### config.mk
export PLATFORM = sky130hd
export DESIGN_NAME = dsp_mac_engine
export DESIGN_NICKNAME = d
export VERILOG_FILES = /design/src/rtl/mac_pkg.sv /design/src/rtl/mac_multiplier.sv /design/src/rtl/mac_addsub.sv /design/src/rtl/mac_store_round.sv /design/src/rtl/dsp_mac_engine.sv
export SDC_FILE = /design/constraint.sdc
export NUM_CORES = 1
export LEC_CHECK = 0
export ABC_AREA = 1
export BUFFER_PORTS_ARGS = -buffer_cell sky130_fd_sc_hd__buf_2
export CAP_MARGIN = 15
export CORE_UTILIZATION = 40
export DETAILED_ROUTE_END_ITERATION = 8
export GPL_TIMING_DRIVEN = 0
export SLEW_MARGIN = 20
export SYNTH_ARGS = -nofsm -noshare
export SYNTH_HDL_FRONTEND = slang
export SYNTH_SLANG_ARGS = --single-unit
### constraint.sdc
create_clock -name clk -period 32.2 [get_ports clk]
set_clock_uncertainty 0.2 [all_clocks]
set_input_delay 3.22 -clock clk [delete_from_list [all_inputs] [get_ports clk]]
set_output_delay 3.22 -clock clk [all_outputs]
set_load 0.05 [all_outputs]
### src/rtl/mac_pkg.sv
package mac_pkg;

  typedef enum logic [3:0] {
    OP_NOP   = 4'd0,
    OP_MPY   = 4'd1,
    OP_MAC   = 4'd2,
    OP_MSC   = 4'd3,
    OP_CLR   = 4'd4,
    OP_ADD   = 4'd5,
    OP_SUB   = 4'd6,
    OP_NEG   = 4'd7,
    OP_STORE = 4'd8
  } mac_op_e;

  // Declared MSB first, so frac sits in bit 0 and sat_ext in bit 6.
  typedef struct packed {
    logic sat_ext;
    logic sat_store;
    logic sat_b;
    logic sat_a;
    logic convergent;
    logic unsign;
    logic frac;
  } mac_cfg_t;

  localparam int unsigned CFG_W = $bits(mac_cfg_t);

endpackage

### src/rtl/mac_multiplier.sv
module mac_multiplier #(
  parameter int unsigned DW = 16,
  parameter int unsigned AW = 40
) (
  input  logic [DW-1:0] x_i,
  input  logic [DW-1:0] y_i,
  input  logic          unsign_i,
  input  logic          frac_i,
  output logic [AW-1:0] prod_o
);
  localparam int unsigned PW = 2 * (DW + 1);

  // Extend a 16-bit operand to 17 bits: zero fill when unsigned, sign fill otherwise.
  function automatic logic signed [DW:0] widen(input logic [DW-1:0] v, input logic u);
    return {(u ? 1'b0 : v[DW-1]), v};
  endfunction

  logic signed [DW:0]   xe, ye;
  logic signed [PW-1:0] raw;
  logic signed [PW:0]   aligned;

  assign xe      = widen(x_i, unsign_i);
  assign ye      = widen(y_i, unsign_i);
  assign raw     = PW'(xe) * PW'(ye);
  assign aligned = frac_i ? {raw, 1'b0} : {raw[PW-1], raw};
  assign prod_o  = AW'(aligned);

endmodule

### src/rtl/mac_addsub.sv
module mac_addsub #(
  parameter int unsigned AW = 40,
  parameter int unsigned NW = 32
) (
  input  logic [AW-1:0] base_i,
  input  logic [AW-1:0] addend_i,
  input  logic          sub_i,
  input  logic          sat_en_i,
  input  logic          sat_ext_i,
  output logic [AW-1:0] result_o,
  output logic          clamp_o
);
  localparam int unsigned SW = AW + 1;
  localparam logic [AW-1:0] NMAX = {{(AW-NW+1){1'b0}}, {(NW-1){1'b1}}};
  localparam logic [AW-1:0] NMIN = {{(AW-NW+1){1'b1}}, {(NW-1){1'b0}}};
  localparam logic [AW-1:0] EMAX = {1'b0, {(AW-1){1'b1}}};
  localparam logic [AW-1:0] EMIN = {1'b1, {(AW-1){1'b0}}};

  // True when v is representable as an n-bit signed number.
  function automatic logic fits(input logic signed [SW-1:0] v, input int unsigned n);
    logic signed [SW-1:0] t;
    t = v >>> (n - 1);
    return (&t) || ~(|t);
  endfunction

  logic signed [SW-1:0] a_s, b_s, sum_s;
  logic                 in_lim;

  assign a_s   = SW'($signed(base_i));
  assign b_s   = SW'($signed(addend_i));
  assign sum_s = sub_i ? a_s - b_s : a_s + b_s;

  always_comb begin
    in_lim  = sat_ext_i ? fits(sum_s, AW) : fits(sum_s, NW);
    clamp_o = sat_en_i && !in_lim;
    if (clamp_o)
      result_o = sum_s[SW-1] ? (sat_ext_i ? EMIN : NMIN) : (sat_ext_i ? EMAX : NMAX);
    else
      result_o = sum_s[AW-1:0];
  end

endmodule

### src/rtl/mac_store_round.sv
module mac_store_round #(
  parameter int unsigned AW = 40,
  parameter int unsigned DW = 16,
  parameter int unsigned FW = 16
) (
  input  logic [AW-1:0] acc_i,
  input  logic          convergent_i,
  input  logic          sat_en_i,
  output logic [DW-1:0] word_o
);
  localparam int unsigned SW = AW + 1;
  localparam int unsigned RW = FW + DW;
  localparam logic [FW-1:0] HALF = {1'b1, {(FW-1){1'b0}}};

  function automatic logic fits(input logic signed [SW-1:0] v, input int unsigned n);
    logic signed [SW-1:0] t;
    t = v >>> (n - 1);
    return (&t) || ~(|t);
  endfunction

  logic [FW-1:0]        low;
  logic                 up;
  logic signed [SW-1:0] rnd;
  logic                 clamp;

  assign low = acc_i[FW-1:0];
  assign up  = convergent_i ? ((low > HALF) || ((low == HALF) && acc_i[FW]))
                            : acc_i[FW-1];
  assign rnd = SW'($signed(acc_i)) + (SW'(up) << FW);

  always_comb begin
    clamp = sat_en_i && !fits(rnd, RW);
    if (clamp)
      word_o = rnd[SW-1] ? {1'b1, {(DW-1){1'b0}}} : {1'b0, {(DW-1){1'b1}}};
    else
      word_o = rnd[RW-1:FW];
  end

endmodule

### src/rtl/dsp_mac_engine.sv
module dsp_mac_engine
  import mac_pkg::*;
#(
  parameter int unsigned DW = 16,
  parameter int unsigned GW = 8
) (
  input  logic               clk,
  input  logic               rst_n,
  input  logic               cfg_we,
  input  logic [CFG_W-1:0]   cfg_wdata,
  input  logic               op_valid,
  input  logic [3:0]         op_code,
  input  logic               acc_sel,
  input  logic               op_wb,
  input  logic [DW-1:0]      op_x,
  input  logic [DW-1:0]      op_y,
  output logic [GW+2*DW-1:0] acc_a,
  output logic [GW+2*DW-1:0] acc_b,
  output logic               ovf_a,
  output logic               ovf_b,
  output logic               sat_sticky_a,
  output logic               sat_sticky_b,
  output logic               store_valid,
  output logic [DW-1:0]      store_data
);
  localparam int unsigned AW   = GW + 2 * DW;
  localparam int unsigned NW   = 2 * DW;
  localparam int unsigned NACC = 2;

  mac_cfg_t        cfg_q;
  logic [AW-1:0]   acc_q [NACC];
  logic [NACC-1:0] sticky_q;
  logic [NACC-1:0] ovf_w;
  mac_op_e         op_e;

  // Named internal events, used by the assertions.
  logic          op_fire, acc_write, store_req, clamp_ev, sat_en;
  logic [AW-1:0] cur, oth, prod, base, addend, result;
  logic          sub;
  logic [DW-1:0] word;

  function automatic logic in_norm(input logic [AW-1:0] v);
    logic signed [AW-1:0] t;
    t = $signed(v) >>> (NW - 1);
    return (&t) || ~(|t);
  endfunction

  always_ff @(posedge clk) begin
    if (!rst_n)      cfg_q <= '0;
    else if (cfg_we) cfg_q <= mac_cfg_t'(cfg_wdata);
  end

  assign op_fire = op_valid;
  assign op_e    = mac_op_e'(op_code);
  assign cur     = acc_q[acc_sel];
  assign oth     = acc_q[~acc_sel];
  assign sat_en  = acc_sel ? cfg_q.sat_b : cfg_q.sat_a;

  mac_multiplier #(.DW(DW), .AW(AW)) u_mul (
    .x_i(op_x), .y_i(op_y), .unsign_i(cfg_q.unsign), .frac_i(cfg_q.frac), .prod_o(prod)
  );

  always_comb begin
    base      = cur;
    addend    = '0;
    sub       = 1'b0;
    acc_write = 1'b0;
    store_req = 1'b0;
    unique case (op_e)
      OP_MPY:   begin base = '0; addend = prod; acc_write = 1'b1; end
      OP_MAC:   begin addend = prod; acc_write = 1'b1; store_req = op_wb; end
      OP_MSC:   begin addend = prod; sub = 1'b1; acc_write = 1'b1; store_req = op_wb; end
      OP_CLR:   begin base = '0; acc_write = 1'b1; store_req = op_wb; end
      OP_ADD:   begin addend = oth; acc_write = 1'b1; end
      OP_SUB:   begin addend = oth; sub = 1'b1; acc_write = 1'b1; end
      OP_NEG:   begin base = '0; addend = cur; sub = 1'b1; acc_write = 1'b1; end
      OP_STORE: store_req = 1'b1;
      default:  ;
    endcase
    acc_write = acc_write && op_fire;
    store_req = store_req && op_fire;
  end

  mac_addsub #(.AW(AW), .NW(NW)) u_add (
    .base_i(base), .addend_i(addend), .sub_i(sub),
    .sat_en_i(sat_en), .sat_ext_i(cfg_q.sat_ext),
    .result_o(result), .clamp_o(clamp_ev)
  );

  mac_store_round #(.AW(AW), .DW(DW), .FW(DW)) u_rnd (
    .acc_i(cur), .convergent_i(cfg_q.convergent), .sat_en_i(cfg_q.sat_store), .word_o(word)
  );

  for (genvar i = 0; i < NACC; i++) begin : g_acc
    logic hit;
    assign hit = acc_write && (acc_sel == 1'(i));
    always_ff @(posedge clk) begin
      if (!rst_n) begin
        acc_q[i]    <= '0;
        sticky_q[i] <= 1'b0;
      end else if (hit) begin
        acc_q[i] <= result;
        if (clamp_ev) sticky_q[i] <= 1'b1;
      end
    end
    assign ovf_w[i] = !in_norm(acc_q[i]);
  end

  always_ff @(posedge clk) begin
    if (!rst_n) begin
      store_valid <= 1'b0;
      store_data  <= '0;
    end else begin
      store_valid <= store_req;
      if (store_req) store_data <= word;
    end
  end

  assign acc_a        = acc_q[0];
  assign acc_b        = acc_q[1];
  assign ovf_a        = ovf_w[0];
  assign ovf_b        = ovf_w[1];
  assign sat_sticky_a = sticky_q[0];
  assign sat_sticky_b = sticky_q[1];

  // writing one accumulator leaves the other untouched.
  a_r4_b_stable: assert property (@(posedge clk) disable iff (!rst_n)
    (acc_write && !acc_sel) |=> $stable(acc_b));
  a_r4_a_stable: assert property (@(posedge clk) disable iff (!rst_n)
    (acc_write && acc_sel) |=> $stable(acc_a));
  // a normally saturated write lands inside the 32-bit range.
  a_r6_norm_sat_a: assert property (@(posedge clk) disable iff (!rst_n)
    (acc_write && !acc_sel && cfg_q.sat_a && !cfg_q.sat_ext) |=> !ovf_a);
  a_r6_norm_sat_b: assert property (@(posedge clk) disable iff (!rst_n)
    (acc_write && acc_sel && cfg_q.sat_b && !cfg_q.sat_ext) |=> !ovf_b);
  // sticky flags never fall outside reset.
  a_r8_sticky_hold: assert property (@(posedge clk) disable iff (!rst_n)
    !$fell(sat_sticky_a) && !$fell(sat_sticky_b));
  // multiply-only never produces a store; stores follow an issued op.
  a_r11_mpy_no_store: assert property (@(posedge clk) disable iff (!rst_n)
    (op_fire && op_e == OP_MPY) |=> !store_valid);
  a_r11_store_source: assert property (@(posedge clk) disable iff (!rst_n)
    store_valid |-> $past(op_fire));

endmodule

After elaboration in Yosys (flattened, before gate mapping):

Memories as Yosys holds them, arrays and structs flattened.
Cells that the tools add are included.

* flip-flop bits (word level): 26
* bits in latches: 0
* memory bits (writable): 80
* memory bits (read-only): 0
* memories: 1

* add/sub/neg operators: 3
* $mul: 1
* divide/modulo/power cells: 0
* order comparisons: 1
* equality and inequality tests: 9
* shift operators: 0
* muxes and demuxes: 27
* bitwise logic cells: 8
* reductions and logical operators: 35

Memories
* acc_q: words 2, bits a word 40, rd ports 4, clocked after memory_dff 0, wr ports 2, RTL line dsp_mac_engine.sv:31 `logic [AW-1:0] acc_q [NACC];`

Operator list (count)
* $mux W40: 5
* $pmux W40 S3: 1
* $mux W39: 2
* $add A40 B18 Y41: 1
* $add A40 B40 Y41: 1
* $mux W41: 1
* $sub A40 B40 Y41: 1
* $mul A17 B17 Y34: 1
* $mux W34: 1
* $mux W16: 2
* $reduce_and A10 Y1: 2
* $reduce_or A10 Y1: 2
* $reduce_and A9 Y1: 2
* $reduce_or A9 Y1: 2
* $eq A16 B16 Y1 const B: 1
* $eq A4 B3 Y1 const B: 4
* $gt A16 B16 Y1 const B: 1
* $mux W1: 14
* $reduce_or A3 Y1: 4
* $eq A4 B2 Y1 const B: 2
* $logic_and A1 B1 Y1: 7
* $reduce_or A7 Y1: 1
* $logic_or A1 B1 Y1: 6
* $not A1 Y1: 6
* 7 further kinds: 14

Logic depth before layout (Yosys ltp):

* depth after elaboration: 14
* mapped depth: 67

Cells and area by module:

Synthesis repeated with hierarchy kept, for this count alone.

* cell total of the unflattened synthesis: 3619
* area total of the unflattened synthesis: 24375.9 um^2

Modules (own cells, without submodules)
* mac_multiplier: times used 1, cells each 1740, area each 12484.5 um^2, seq. area each 0.0 um^2
* dsp_mac_engine: times used 1, cells each 794, area each 6075.8 um^2, seq. area each 2922.8 um^2
* mac_addsub: times used 1, cells each 877, area each 4768.3 um^2, seq. area each 0.0 um^2
* mac_store_round: times used 1, cells each 208, area each 1047.3 um^2, seq. area each 0.0 um^2

Worst setup path after synthesis:

OpenSTA, ideal clock, no wires.

* kind: input to register
* start: input port op_x[15]
* end: memory acc_q[0][11], data pin
* setup time: 0.266 ns
* data arrival time: 12.189 ns
* setup slack: 19.545 ns
* cell stages on the path: 54
* path buffers: 3
* cell sequence: clkbuf_1 > clkbuf_1 > nand2_1 > nor2_1 > fa_1 > fa_1 > inv_1 > fa_1 > fa_1 > inv_1 > fa_1 > fa_1 > ha_1 > nand2_1 > nor2_1 > nand2_1 > nor3_1 > nand2_1 > (+18 left out) > nand3_1 > nand3_1 > nand4_1 > o211ai_1 > xnor2_1 > nand3_1 > nand2_2 > inv_2 > ha_1 > nand4_1 > nand2_1 > nand2_1 > nand2_1 > nor2_2 > clkbuf_2 > o21ai_1 > inv_2 > nor2_1

RTL lines
* start: declaration: RTL line dsp_mac_engine.sv:15 `input logic [DW-1:0] op_x,`
* end: declaration: RTL line dsp_mac_engine.sv:31

==> impl_results.md <==
- Status: finished clean
- Post_cts resized: 0
- Tmin final: between 15000 and 20000 ps
- Largest net degree at the start of global routing: just over 40
- Final setup vio count: 0
- Global-route wire length before repair: 128000 um
- Startpoint Class: input port
- # rows: 88
- Share of the synthesized area in the top cell type: between 20% and 30%
- DP Area: 25000 um2
- Slowest cell on crit path: fa_1
- Most frequent cells after synthesis: nand2_1, inv_1, nor2_1, fa_1, nand3_1
- CTS max path bufs: 2
- Syn_nets: a little under 4000
- Grt ovf: 0
- Synth async-reset ratio: 0%
- Setup repair after global routing missed its margin: no
- Vias in the first global route: ~22000
- Die W: 244 um
- CP max stage delay: 900 ps
- Die area: a little under 60000 um2
- CTS tree: built
- Die height: 244 um
- Post-Synthesis Cells: 3415
- Max Clock Freq: around 0.066 GHz
- Crit share post-route: about 47%
- Total GRT Usage: ~28%
- H-tree depth: 3
- Initial Utilization: approximately two fifths
- RR Endpoint: acc_q[0][32]
- RR Startpoint: cfg_q[1]
- Max-slew violations: 0
- Flop2flop setup slack: approximately 20000 ps
- Drt first pass iters: 6
- Core box area: slightly below 60000 um2
- HPWL after DPL: slightly above 70000 um
- Initial DRC count: about 1800
- Syn. warnings: 0
- Post-cts hold buffer count: 0
- Final Util: between 40% and 50%
- TritonCTS buffer count: 9
- Postcts setup bufs: 0
- Synth cell types: between 60 and 70
- Sequential share of the synthesized area: between 10% and 20%
- Most frequent cell after synthesis: nand2_1
- CP Class: input port to flip-flop
- Routed WL: roughly 82000 um
- Initial antenna violation count: 0
- Crit path max-delay family: simple AND/OR/NAND/NOR gates
- Clock root buffer: clkbuf_16
- Final GP Congestion: 1.03
- Crit. Startpoint: op_x[15]
- Max-Cap Viols: 0
- Final instance area: 25300 um2
- Worst setup EP type: flip-flop
- Final Net Count: 4019
- Slew HR: 36.7%
- Maximum fanout along the worst path: 10
- Final hold violation count: 0
- Top_reg_cell synth: edfxtp_1
- WL/cell: around 19 um
- Crit path depth: 56
- Transition time of the tightest slew-check pin: 923 ps
- Ports: 150
- Post-route ant nets: 0
- Critical Path RT: between 30000 and 40000 ps
- FF-to-FF path depth: 54
- ANT cells: 0
- DR vias: roughly 22000
- Mapped Area: around 23000 um2
- Clk slew on worst S/H paths: 80 ps
- Yosys top cell by area: fa_1
- Mean post-synth cell area: between 6 and 7 um2
- Drt drc: 0
- CP arrival: around 15000 ps
- TNS Setup: 0 ps
- Share of layout cells above drive strength 1: about a tenth
- Min Hold Slack: 280 ps
- Buffers & Inverters on Critical Path: 11
- Clk sinks: around 110
- Area Overhead vs Synth: 7.86%
- Vias per std cell: 5.02
- Hold Path Class: flip-flop to flip-flop
- Cell mode on critical path: nand2_1
- Worst setup endpoint: acc_q[0][32]
- Dominant cells by area after synthesis: fa_1, nand2_1, inv_1, edfxtp_1, ha_1
- Port bufs: about 120
- Clk_lat worst skew: approximately 400 ps
- Post-synth EDFFs: 80
- Post-synthesis register bit count: around 110
==> through the flow <==
stage,std cells,setup WS [ps]
2_1_floorplan,3415,19550
3_3_place_gp,4296,16780
3_5_place_dp,4296,16840
4_1_cts,4312,17210
5_1_grt,4312,16110
6_report,4312,17100
==> how the worst min path moves through the flow <==
stage / startpoint / endpoint / slack (ps) / depth (start not counted)
2_1_floorplan: cfg_q[2] / cfg_q[2] / 260 / 2
3_3_place_gp: sat_sticky_a / sat_sticky_a / 250 / 2
3_5_place_dp: sat_sticky_a / sat_sticky_a / 260 / 2
4_1_cts: sat_sticky_a / sat_sticky_a / 280 / 2
5_1_grt: sat_sticky_b / sat_sticky_b / 310 / 2
6_report: sat_sticky_a / sat_sticky_a / 280 / 2
==> area by class of cell <==
cell class,count,area (um2)
well taps,765,957
plain buffers,129,626
clock inverters,7,68.8
multi-input cells,2361,16900
repair buffers,116,581
clock buffers,9,225
inverters,819,3070
fillers,6168,32500
flip-flops and latches,106,2920
==> worst reg2reg max path, delay by kind of cell, from the launching register on <==
kind,cells,cell delay (ps)
and+or+nand+nor,31,4730
adders and majority gates,9,4390
buffers and inverters,10,1600
DFF,1,650
xor gates and xnor gates,2,340
AOI/OAI and AO/OA,2,230
==> placed cells by master, fill, tap and decap left out, types with 65 or more instances in the layout <==
master	n
nand2_1	822
inv_1	749
nor2_1	369
fa_1	297
nand3_1	156
ha_1	131
buf_2	128
a21oi_1	106
clkbuf_1	89
edfxtp_1	80
inv_2	65
==> flip-flops by register name, indices dropped and copies added (netlist names) <==
name          count
store_data       16
sat_sticky_b      1
store_valid       1
cfg_q             7
acc_q            80
sat_sticky_a      1
==> kinds of logic after synthesis <==
family          share of synthesized area (%)
xor+xnor                                 3.54
compound gates                           8.07
buf+inv                                  15.8
simple gates                             27.8
mux                                     0.128
fa+ha+maj                                32.3
flops                                    12.4
==> per-layer routing <==
metal	wire [um]	GRT usage [%]
met2	39600	48.3
met4	3470	11.5
met3	5190	3.86
met5	0	0
met1	34100	36.0
Power is not shown: default switching activity piles up to over one toggle a cycle in this logic, so the estimate is an artifact.
